## src/rtl/portsc_pkg.sv

```systemverilog
package portsc_pkg;
  localparam int WORD_W = 16;

  localparam int B_CONN    = 0;
  localparam int B_CONN_CH = 1;
  localparam int B_EN      = 2;
  localparam int B_EN_CH   = 3;
  localparam int B_RESDET  = 6;
  localparam int B_LOWSPD  = 8;
  localparam int B_SUSP    = 12;

  localparam logic [WORD_W-1:0] HOLD_MASK = 16'h01BB;
  localparam logic [WORD_W-1:0] W1C_MASK  = 16'h000A;
  localparam logic [WORD_W-1:0] IDLE_WORD = 16'h0080;
endpackage

```

## src/rtl/portsc_cell.sv

```systemverilog
module portsc_cell
  import portsc_pkg::*;
(
  input  logic              clk,
  input  logic              rst_n,
  input  logic              ctrl_rst,
  input  logic              wr_hit,
  input  logic [WORD_W-1:0] wr_data,
  input  logic              conn_evt,
  input  logic              disc_evt,
  input  logic              wake_evt,
  input  logic              dev_present,
  input  logic              dev_low,
  output logic [WORD_W-1:0] word_q,
  output logic              rerep_q,
  output logic              pulse_q
);
  logic [WORD_W-1:0] word_d;
  logic              fire;
  logic              attach;

  assign attach = conn_evt | (rerep_q & dev_present);

  always_comb begin
    word_d = word_q;
    fire   = 1'b0;
    if (wr_hit) begin
      word_d = (word_q & HOLD_MASK) | (wr_data & ~HOLD_MASK);
      word_d = word_d & ~(wr_data & W1C_MASK);
    end
    if (attach) begin
      word_d[B_CONN]    = 1'b1;
      word_d[B_CONN_CH] = 1'b1;
      word_d[B_LOWSPD]  = dev_low;
      fire              = 1'b1;
    end
    if (disc_evt) begin
      if (word_d[B_CONN]) begin
        word_d[B_CONN]    = 1'b0;
        word_d[B_CONN_CH] = 1'b1;
      end
      if (word_d[B_EN]) begin
        word_d[B_EN]    = 1'b0;
        word_d[B_EN_CH] = 1'b1;
      end
      fire = 1'b1;
    end
    if (wake_evt && word_d[B_SUSP] && !word_d[B_RESDET]) begin
      word_d[B_RESDET] = 1'b1;
      fire             = 1'b1;
    end
  end

  always_ff @(posedge clk or negedge rst_n) begin
    if (!rst_n) begin
      word_q  <= IDLE_WORD;
      rerep_q <= 1'b0;
      pulse_q <= 1'b0;
    end else if (ctrl_rst) begin
      word_q  <= IDLE_WORD;
      rerep_q <= 1'b1;
      pulse_q <= 1'b0;
    end else begin
      word_q  <= word_d;
      rerep_q <= 1'b0;
      pulse_q <= fire;
    end
  end
endmodule

```

## src/rtl/portsc_rdmux.sv

```systemverilog
module portsc_rdmux
  import portsc_pkg::*;
#(
  parameter int NPORTS = 2,
  localparam int SELW = (NPORTS > 1) ? $clog2(NPORTS) : 1
) (
  input  logic [NPORTS-1:0][WORD_W-1:0] words,
  input  logic [SELW-1:0]               sel,
  output logic [WORD_W-1:0]             dout
);
  always_comb begin
    dout = '0;
    for (int i = 0; i < NPORTS; i++) begin
      if (sel == SELW'(i)) dout = words[i];
    end
  end
endmodule

```

## src/rtl/portsc_bank.sv

```systemverilog
module portsc_bank
  import portsc_pkg::*;
#(
  parameter int NPORTS = 2,
  localparam int SELW = (NPORTS > 1) ? $clog2(NPORTS) : 1
) (
  input  logic              clk,
  input  logic              rst_n,
  input  logic              ctrl_rst,
  input  logic              wr_en,
  input  logic [SELW-1:0]   wr_sel,
  input  logic [WORD_W-1:0] wr_data,
  input  logic [SELW-1:0]   rd_sel,
  output logic [WORD_W-1:0] rd_data,
  input  logic [NPORTS-1:0] dev_present,
  input  logic [NPORTS-1:0] dev_low,
  input  logic [NPORTS-1:0] conn_evt,
  input  logic [NPORTS-1:0] disc_evt,
  input  logic [NPORTS-1:0] wake_evt,
  output logic              resume_req
);
  logic [NPORTS-1:0][WORD_W-1:0] words;
  logic [NPORTS-1:0]             rerep;
  logic [NPORTS-1:0]             pulses;

  for (genvar g = 0; g < NPORTS; g++) begin : g_port
    portsc_cell u_cell (
      .clk         (clk),
      .rst_n       (rst_n),
      .ctrl_rst    (ctrl_rst),
      .wr_hit      (wr_en && (wr_sel == SELW'(g))),
      .wr_data     (wr_data),
      .conn_evt    (conn_evt[g]),
      .disc_evt    (disc_evt[g]),
      .wake_evt    (wake_evt[g]),
      .dev_present (dev_present[g]),
      .dev_low     (dev_low[g]),
      .word_q      (words[g]),
      .rerep_q     (rerep[g]),
      .pulse_q     (pulses[g])
    );
  end

  portsc_rdmux #(.NPORTS(NPORTS)) u_rdmux (
    .words (words),
    .sel   (rd_sel),
    .dout  (rd_data)
  );

  assign resume_req = |pulses;
endmodule

```

## config.mk

```make
export PLATFORM = sky130hd
export DESIGN_NAME = portsc_bank
export DESIGN_NICKNAME = d
export VERILOG_FILES = /design/src/rtl/portsc_pkg.sv /design/src/rtl/portsc_cell.sv /design/src/rtl/portsc_rdmux.sv /design/src/rtl/portsc_bank.sv
export SDC_FILE = /design/constraint.sdc
export NUM_CORES = 1
export LEC_CHECK = 0
export BUFFER_PORTS_ARGS = -buffer_cell sky130_fd_sc_hd__buf_4
export CAP_MARGIN = 20
export CORE_AREA = 4 4 72 54
export DETAILED_ROUTE_END_ITERATION = 7
export DIE_AREA = 0 0 76 58
export GPL_ROUTABILITY_DRIVEN = 0
export GPL_TIMING_DRIVEN = 0
export PLACE_DENSITY = 0.85
export SLEW_MARGIN = 5
export SYNTH_ARGS = -nofsm -noshare
export SYNTH_HDL_FRONTEND = slang
export SYNTH_SLANG_ARGS = --single-unit
export TNS_END_PERCENT = 5
```

## constraint.sdc

```tcl
create_clock -name clk -period 1.42 [get_ports clk]
set_clock_uncertainty 0.2 [all_clocks]
set_input_delay 0.071 -clock clk [delete_from_list [all_inputs] [get_ports clk]]
set_output_delay 0.071 -clock clk [all_outputs]
set_load 0.02 [all_outputs]
```

== Word-level counts from Yosys, hierarchy flattened ==
Index checks and enable logic that the tools add are counted.

* Bits of input ports: 32
* Word-level logic and storage cells: 58
* Flip-flop bits (word level): 35
* Output and inout bits: 17

* Muxes and demuxes: 26
* Reductions and logical operators: 13
* Bitwise gates (word level): 10

{| class="wikitable"
|+ Operators with widths
! cell !! count
|-
| 16-bit 2-to-1 mux || 5
|-
| 16-bit AND || 2
|-
| 9-bit by 16-bit bitwise OR with 16-bit output || 2
|-
| 4-bit inverter with 16-bit output || 1
|-
| 1-bit 2-to-1 mux || 13
|-
| 2-bit 2-to-1 mux || 6
|-
| 4-bit 2-to-1 mux || 2
|-
| 1-bit logical AND || 6
|-
| 3-bit nonzero test || 2
|-
| 2-bit nonzero test || 2
|-
| 1-bit AND || 2
|-
| 1-bit logical NOT || 2
|-
| 1-bit bitwise OR || 2
|-
| 2-bit OR reduction || 1
|-
| 1-bit inverter || 1
|}

== Depth between registers and ports, before layout ==
Gate-level depths: netlist of run 1.

* Depth in word-level cells: 7
* Depth in mapped cells: 4
* Mapped depth without buffers: 3

== Cells and area by module ==
A second synthesis of run 1 with hierarchy kept.

* Cell total of the unflattened synthesis: 135
* Area, all modules: 1614.0 um^2

{| class="wikitable"
|+ Modules (own cells, without submodules)
! module !! sequential area each (um^2) !! instances !! cells an instance !! area each (um^2)
|-
| portsc_cell at g_port[1].u_cell || 401.6 || 1 || 58 || 676.9
|-
| portsc_cell at g_port[0].u_cell || 401.6 || 1 || 56 || 665.6
|-
| portsc_rdmux || 0.0 || 1 || 18 || 249.0
|-
| portsc_bank || 0.0 || 1 || 3 || 22.5
|}

== Least setup slack after synthesis of run 1 ==
OpenSTA, ideal clock, no wires.

* Path type: register -> register
* Start point: reg g_port[1].u_cell.rerep_q
* End point: reg g_port[1].u_cell.word_q[1]
* Clock period less this slack: 1.095 ns
* Path buffers: 0
* Slack: 0.325 ns
* Library setup time: 0.136 ns
* Data required time: 1.084 ns
* Cell stages (with the launch flop): 4
* Data arrival time: 0.758 ns
* Cells stage by stage: dfrtp_1 -> a21o_1 -> a21oi_1 -> a21oi_1

* Word-level cells in the longest chain between the ends: 6

{| class="wikitable"
|+ RTL lines
! item !! line !! text
|-
| start, declared || portsc_cell.sv:15 || <nowiki>output logic rerep_q,</nowiki>
|-
| start signal, assigned || portsc_cell.sv:57 || <nowiki>rerep_q <= 1'b0;</nowiki>
|-
| start signal, assigned || portsc_cell.sv:61 || <nowiki>rerep_q <= 1'b1;</nowiki>
|-
| start signal, assigned || portsc_cell.sv:65 || <nowiki>rerep_q <= 1'b0;</nowiki>
|-
| 1-bit AND * || portsc_cell.sv:22 || <nowiki>assign attach = conn_evt | (rerep_q & dev_present);</nowiki>
|-
| 1-bit bitwise OR * || portsc_cell.sv:22 ||
|-
| 2-bit 2-to-1 mux * || portsc_cell.sv:31 || <nowiki>if (attach) begin</nowiki>
|-
| 2-bit 2-to-1 mux || portsc_cell.sv:38 || <nowiki>if (word_d[B_CONN]) begin</nowiki>
|-
| 4-bit 2-to-1 mux * || portsc_cell.sv:37 || <nowiki>if (disc_evt) begin</nowiki>
|-
| 16-bit 2-to-1 mux * || portsc_cell.sv:59 || <nowiki>end else if (ctrl_rst) begin</nowiki>
|-
| end signal, assigned || portsc_cell.sv:64 || <nowiki>word_q <= word_d;</nowiki>
|-
| end, declared || portsc_cell.sv:14 || <nowiki>output logic [WORD_W-1:0] word_q,</nowiki>
|}

Every way passes the cells marked *; elsewhere a longest branch is shown, timed or not.
A chain may end at the register's enable or synchronous reset.

== Worst setup path in the final report of run 1 ==
* Start point: reg g_port[0].u_cell.word_q[0]
* End point: out rd_data[0]

* Word-level cells in the longest chain between the ends: 1

{| class="wikitable"
|+ RTL lines
! item !! line !! text
|-
| start, declared || portsc_cell.sv:14 ||
|-
| start signal, assigned || portsc_cell.sv:64 ||
|-
| 16-bit 2-to-1 mux || portsc_rdmux.sv:14 || <nowiki>if (sel == SELW'(i)) dout = words[i];</nowiki>
|-
| end, declared || portsc_bank.sv:14 || <nowiki>output logic [WORD_W-1:0] rd_data,</nowiki>
|}

No other way between the ends.

==> results of run 1 <==
layer usage:
metal	part of all wire	global-route usage	vias to the layer above
met4	0.025	0.0914	0
met1	0.45	0.239	641
met5	0	0	-
met2	0.47	0.274	49
met3	0.061	0.0575	10
li1	-	-	656
critical path: stages, from the launching register on:
cell,delay (ps)
sky130_fd_sc_hd__dfrtp_1,400
sky130_fd_sc_hd__mux2_2,270
sky130_fd_sc_hd__buf_4,160
flip-flops by register name, summed over array words and instances (netlist names):
register / flops
g_port.u_cell.pulse_q: 2
g_port.u_cell.word_q: 28
g_port.u_cell.rerep_q: 1
how the worst min path moves through the flow:
stage	endpoint	slack, ps	depth (start not counted)
finish	g_port[0].u_cell.word_q[12]	20	4
global route	g_port[1].u_cell.word_q[3]	30	4
CTS	g_port[1].u_cell.word_q[3]	10	4
detailed placement	g_port[0].u_cell.word_q[13]	-170	1
global placement	g_port[0].u_cell.word_q[14]	-180	1
floorplan	g_port[0].u_cell.pulse_q	-420	0
layout by cell type (no fill, tap or decap), types with 3 or more instances in the layout:
master	n
sky130_fd_sc_hd__dlygate4sd3_1	22
sky130_fd_sc_hd__clkbuf_1	4
sky130_fd_sc_hd__mux2i_1	4
sky130_fd_sc_hd__buf_2	4
sky130_fd_sc_hd__nand2_1	29
sky130_fd_sc_hd__mux2_2	14
sky130_fd_sc_hd__nor2_1	9
sky130_fd_sc_hd__o21ai_0	4
sky130_fd_sc_hd__buf_4	43
sky130_fd_sc_hd__dfrtp_1	29
sky130_fd_sc_hd__a21oi_1	20
sky130_fd_sc_hd__clkbuf_8	5
sky130_fd_sc_hd__nor2b_1	3
sky130_fd_sc_hd__or2_2	3
sky130_fd_sc_hd__nand2b_1	4
power by group:
part           internal, mW  leakage [nW]  switching (mW)  total, mW
registers             0.927         0.406          0.0228      0.949
clock network         0.343        0.0422           0.317      0.660
logic                 0.213         0.623           0.200      0.413
synthesized netlist by cell type, drive strengths merged, types with 3 or more instances:
master | count | area [um2]
a21oi | 20 | 100
buf | 9 | 72.6
dfrtp | 29 | 726
mux2 | 14 | 158
mux2i | 6 | 67.6
nand2 | 29 | 109
nand2b | 5 | 38.8
nor2 | 10 | 40.0
nor2b | 4 | 32.5
nor3 | 4 | 30.0
o21ai | 4 | 20.0
o22ai | 4 | 37.5
or2 | 3 | 18.8
layout make-up:
class,count,share of cell area
flip-flops and latches,31,0.349
multi-input cells,110,0.317
inverters,2,0.00337
plain buffers,11,0.0359
repair buffers,63,0.237
clock buffers,7,0.0342
clock inverters,1,0.00224
well taps,38,0.0213
cells by family (layout without fill, tap and decap cells):
kind of cell	Yosys count	count (layout)	synth area share
simple gates	56	56	0.177
compound gates	32	32	0.126
flops	31	31	0.496
mux	20	20	0.143
buf+inv	13	84	0.0558
other cells	1	2	0.00239
metrics by stage:
stage | setup slack (ps) | power (mW) | instances | area, um2 | utilization
after floorplan | 325 | 1.16 | 154 | 1570 | -
after global placement | 124 | 1.32 | 233 | 1930 | 0.617
after detailed placement | 127 | 1.33 | 233 | 1930 | 0.617
after CTS | 22.9 | 2.03 | 263 | 2230 | 0.713
after global routing | 2.48 | 2.10 | 263 | 2230 | 0.713
final | 33.5 | 2.02 | 263 | 2230 | 0.713
==> metrics.cfg, run 1 <==
[pwr]
max-vdd-ir-drop_mv=0.462
powerDensity_nw_per_um2=906
p_leak_nw=1.07

[global_route]
global_route_total_overflow=0
grt_pass1_vias=1316
gr-usage-all-layers=0.182
grt_start_max_net_pins=32
antenna_violations_before_repair=0
grt_first_pass_wirelength_um=6310

[finish]
final-seq-area_um2=778
diodes=0
layout.nets=256
area.growth.synth_to_final_pct=42.1
drive_above_1_share=0.382
nFillCells=232
multi_input_area_um2=708

[floorplan]
die_area_um2=4410
starting_density=0.502
fp.coreArea_um2=3130
design.portCount=49
overall_die_height_um=58
die_width_um=76
fp-row-count=17

[placement]
buffer_ports.inserted=41
dpl.hpwl_um=2540

[synth]
synth_top_flop_cell=sky130_fd_sc_hd__dfrtp_1
post_synth_inst_count=153
count_of_flip_flops_with_a_built_in_enable_after_synthesis=0
post_synth_instance_area_um2=1570
syn_area_per_cell_um2=10.3
postSynth.asyncResetShare=1.00
yosys.cell_types.count=30
synth_sequential_area_ratio=0.496
ys.warnings.count=0
ys_ff_latch=31

[clocking]
clock_latency_on_the_worst_skew_pair_ps=290
number_of_clock_sinks=31
cts.clk_slew.worst_paths_ps=60
cts_h_tree_depth=2
clock_tree.root_cell=sky130_fd_sc_hd__clkbuf_8
cts_hold_buf=22
clock_path_buffers=2
ctsResizeCount=0
cts_tree=yes
post-cts-setup-buffer-count=0
cts_buffer_count=5

[worst_setup_path]
worst_reg_to_reg_setup_slack_ps=220
worst_setup_ep=rd_data[0]
reg2regPathDepth=3
arrival_ps=1120
cp_max_fo=3
endpoint_kind=output port
worstReg2RegEnd=g_port[1].u_cell.word_q[1]
timing.setup.critical_path_class=flip-flop to output port
startpoint_type=flip-flop
setup.worst_path.start=g_port[0].u_cell.word_q[0]
cp_data_required_time_ps=1150
r2r_start=g_port[1].u_cell.rerep_q

[sta]
max_freq_mhz=721
setup_tns_ps=0
final_period_minus_worst_setup_slack_ps=1390
final.period_utilization=0.976
report.final.slew_viol_count=0
unrepaired_setup_endpoints_after_global_routing=false
hold_slack_ps=17.8
final_hold_viol_count=0
report.final.setup_viol=0

[hold_path]
hp-class=input pin to flip-flop
min_delay_startpoint=wr_en

[drt]
total_via_count_after_detailed_routing=1356
drt-pass1-iter-count=4
drtAntennaViolNets=0
remaining_drc_errors=0
dr.first_iter.drc_count=44
vias_per_instance=5.16
routed_wire_length_per_instance_um=14.5
routed_wl_um=3800

[run_status]
run_status=completed

[run]
drv_cap=0

Power figures use the tool's default switching activity.
==> inputs of run 2 (changes only) <==
--- a/config.mk
+++ b/config.mk
@@ -5,14 +5,15 @@
 export SDC_FILE = /design/constraint.sdc
 export NUM_CORES = 1
 export LEC_CHECK = 0
+export ABC_AREA = 1
 export BUFFER_PORTS_ARGS = -buffer_cell sky130_fd_sc_hd__buf_4
 export CAP_MARGIN = 20
-export CORE_AREA = 4 4 72 54
+export CORE_AREA = 4 4 71 53
 export DETAILED_ROUTE_END_ITERATION = 7
-export DIE_AREA = 0 0 76 58
+export DIE_AREA = 0 0 75 57
 export GPL_ROUTABILITY_DRIVEN = 0
 export GPL_TIMING_DRIVEN = 0
-export PLACE_DENSITY = 0.85
+export PLACE_DENSITY = 0.84
 export SLEW_MARGIN = 5
 export SYNTH_ARGS = -nofsm -noshare
 export SYNTH_HDL_FRONTEND = slang
==> run 2 against run 1 <==
The run now ends with setup timing left. Final area is 0.11% higher. Area after synthesis is 5.7% lower. Final cell count is 7.6% higher. Sequential power hardly changed. Via count is 5.5% higher. Non-clock buffer count is 4 higher. Combinational power hardly changed. Critical path type unchanged. Largest cell class unchanged.
==> metrics.cfg, run 2 <==
[synth]
postSynth.asyncResetShare=1.00  ; unchanged
synth_top_flop_cell=sky130_fd_sc_hd__dfrtp_1
yosys.cell_types.count=28  ; -6.7%
ys_ff_latch=31  ; unchanged
synth.most_common_cell=sky130_fd_sc_hd__dfrtp_1
ys.warnings.count=0  ; unchanged
synthDominantCellAreaShare=0.490  ; +0.0281
post_synth_inst_count=167  ; +9.2%
count_of_flip_flops_with_a_built_in_enable_after_synthesis=0  ; unchanged
synth.top_cells.by_area=sky130_fd_sc_hd__dfrtp_1 49%, sky130_fd_sc_hd__o21ai_0 7.8%, sky130_fd_sc_hd__inv_1 6.1%, sky130_fd_sc_hd__nand2_1 5.8%, sky130_fd_sc_hd__a21oi_1 4.1%
post_synth_instance_area_um2=1480  ; -5.7%
post_synth_most_frequent_cells=29 x sky130_fd_sc_hd__dfrtp_1, 24 x sky130_fd_sc_hd__inv_1, 23 x sky130_fd_sc_hd__nand2_1, 23 x sky130_fd_sc_hd__o21ai_0
syn_area_per_cell_um2=8.86  ; -14%
synth_sequential_area_ratio=0.526  ; +0.0302
synth_top_area_cell=sky130_fd_sc_hd__dfrtp_1

[finish]
layout_commonest_cell=sky130_fd_sc_hd__buf_4
commonest_cells_after_routing_fill_and_taps_aside=42 x sky130_fd_sc_hd__buf_4, 29 x sky130_fd_sc_hd__dfrtp_1, 28 x sky130_fd_sc_hd__dlygate4sd3_1, 23 x sky130_fd_sc_hd__nand2_1, 23 x sky130_fd_sc_hd__inv_1
layout.nets=276  ; +7.8%
diodes=0  ; unchanged
registers.top_by_ff_count=g_port.u_cell.word_q
area.growth.synth_to_final_pct=50.9
final_util=0.724  ; +0.0107
largestRegisters=g_port.u_cell.word_q (28), g_port.u_cell.pulse_q (2), g_port.u_cell.rerep_q (1)
drive_above_1_share=0.298  ; -0.0843
post_layout_nonfiller_instances=283  ; +7.6%
flip_flop_count_of_the_largest_register_all_copies_and_words_added=28  ; unchanged

[worst_setup_path]
cp_max_fo=2  ; -1
cp_data_required_time_ps=1150  ; about the same
startpoint_type=flip-flop
arrival_ps=1150  ; +30 ps
crit_slowest_cell=sky130_fd_sc_hd__dfstp_2
critical-path-max-stage-delay_ps=530  ; +130 ps
cp_cell_sequence=inv_2 > o21ai_2 > buf_6
endpoint_kind=output port
timing.setup.critical_path_class=flip-flop to output port

[sta]
max_freq_mhz=701  ; -2.7%
final_hold_viol_count=0  ; unchanged
report.final.setup_viol=1  ; +1
hold_slack_ps=51.1  ; +33.3 ps
final_period_minus_worst_setup_slack_ps=1430  ; +39.0 ps
setup_slack_ps=-5.54  ; -39.0 ps
tightest_slew_ps=500
report.final.slew_viol_count=0  ; unchanged
max_slew_margin=0.666
unrepaired_setup_endpoints_after_global_routing=true
final.period_utilization=1.00  ; +0.0275

[drt]
routed_wl_um=4150  ; +9.1%
total_via_count_after_detailed_routing=1430  ; +5.5%
routed_wire_length_per_instance_um=14.7  ; +1.4%
vias_per_instance=5.05  ; -2.0%
remaining_drc_errors=0  ; unchanged
drt-pass1-iter-count=4  ; unchanged
dr.first_iter.drc_count=101  ; +130%
drtAntennaViolNets=0  ; unchanged

[clocking]
clock_latency_on_the_worst_skew_pair_ps=280  ; about the same
clock_path_buffers=2  ; unchanged
cts_buffer_count=5  ; unchanged
cts_tree=yes
clock_tree.root_cell=sky130_fd_sc_hd__clkbuf_8
cts.clk_slew.worst_paths_ps=60  ; about the same
cts_h_tree_depth=2  ; unchanged
number_of_clock_sinks=31  ; unchanged

[pwr]
powerDensity_nw_per_um2=949  ; +4.7%
p_leak_nw=1.12  ; +4.3%
max-vdd-ir-drop_mv=0.649  ; +41%

[floorplan]
starting_density=0.480  ; -0.0223
fp-row-count=17  ; unchanged
die_area_um2=4280  ; -3.0%
design.portCount=49  ; unchanged
die_width_um=75  ; -1.3%
fp.coreArea_um2=3080  ; -1.4%
overall_die_height_um=57  ; -1.7%

[run_status]
run_status=complete, but fails checks
failed_checks=setup timing

[global_route]
use_met3=0.0687  ; +0.0112
antenna_violations_before_repair=0  ; unchanged
use_met1=0.267  ; +0.0287
grt_start_max_net_pins=32  ; unchanged
globalRoute.busiestLayer=met2
grt_pass1_vias=1403  ; +6.6%
global_route.usage.met2=0.310  ; +0.0358
gr-usage-all-layers=0.204  ; +0.0215
grt_first_pass_wirelength_um=6520  ; +3.4%
global_route_total_overflow=0  ; unchanged

[placement]
detailedPlace.worstSlack_ps=116  ; -11.4 ps
buffer_ports.inserted=40  ; -2.4%
dpl.hpwl_um=2610  ; +2.9%
placed_cells_incl_taps=246  ; +5.6%

[hold_path]
hp-class=input pin to async pin

[run]
drv_cap=0  ; unchanged

==> run 2: changes by cell type after synthesis, moves of 4 or more <==
cell                       previous run  this run
sky130_fd_sc_hd__o21ai_0              4        23
sky130_fd_sc_hd__a21oi_1             20        12
sky130_fd_sc_hd__nand2_1             29        23
sky130_fd_sc_hd__inv_1                2        24
sky130_fd_sc_hd__o22ai_1              2         6
sky130_fd_sc_hd__mux2_2              14         4
sky130_fd_sc_hd__nor2_1               9         4
sky130_fd_sc_hd__mux2i_1              4         0
sky130_fd_sc_hd__nand3_1              0        12
sky130_fd_sc_hd__nand2b_1             4         0
==> run 2: metrics by stage <==
stage / TNS, ps / power [mW] / instance area, um2
final: -5.54 / 2.12 / 2230
after global routing: -24.9 / 2.23 / 2230
after CTS: 0 / 2.13 / 2220
after detailed placement: 0 / 1.31 / 1830
after global placement: 0 / 1.30 / 1830
after floorplan: 0 / 1.14 / 1480
==> run 2: cell type report <==
type | instances | area (um2)
Buffer | 9 | 53.8
Clock buffer | 8 | 100
Fill cell | 231 | 851
Inverter | 25 | 93.8
Multi-Input combinational cell | 103 | 568
Sequential cell | 31 | 778
Tap cell | 38 | 47.5
Timing Repair Buffer | 69 | 592
==> run 2: logic make-up after synthesis <==
logic type             synth area share
muxes                            0.0304
buffers and inverters            0.0989
AOI/OAI and AO/OA                 0.191
DFF                               0.526
other                           0.00253
and+or+nand+nor                   0.151
==> run 2: path summary, 6_finish.rpt <==
check / start / end / slack, ps / cells after the start
setup / recovery: g_port[0].u_cell.word_q[7] / rd_data[7] / -6 / 3
hold / removal: rst_n / g_port[1].u_cell.rerep_q / 50 / 2
setup reg to reg: g_port[1].u_cell.rerep_q / g_port[1].u_cell.pulse_q / 210 / 3
hold reg to reg: g_port[0].u_cell.word_q[14] / g_port[0].u_cell.word_q[14] / 320 / 2
max in group asynchronous: rst_n / g_port[0].u_cell.word_q[7] / 650 / 2
min in group clk: ctrl_rst / g_port[0].u_cell.word_q[14] / 180 / 5
==> run 2: routing by layer <==
metal	wire [um]	part of all wire
met3	304	0.073
met2	1970	0.48
met1	1810	0.44
met5	0	0
met4	60	0.014
==> run 2: repair_timing <==
action | 4_1_cts | 5_1_grt
cloned | 0 | 0
hold buffers | 28 | 0
setup buffers | 0 | 1
hold endpoints to repair | 60 | 0
endpoints found under the setup margin | 1 | 3
gates resized for setup | 4 | 4
pin swaps | 0 | 0
==> run 2: worst max-delay path, delay by kind of cell, from the launching register on <==
family / cells / cell delay, ps
DFF: 1 / 530
buffers and inverters: 2 / 180
AOI/OAI and AO/OA: 1 / 160
==> run 2: where the power goes <==
group / internal, mW / leakage [nW] / switching (mW)
clock network: 0.442 / 0.0515 / 0.314
logic: 0.198 / 0.661 / 0.218
registers: 0.929 / 0.405 / 0.0199
total: 1.57 / 1.12 / 0.551
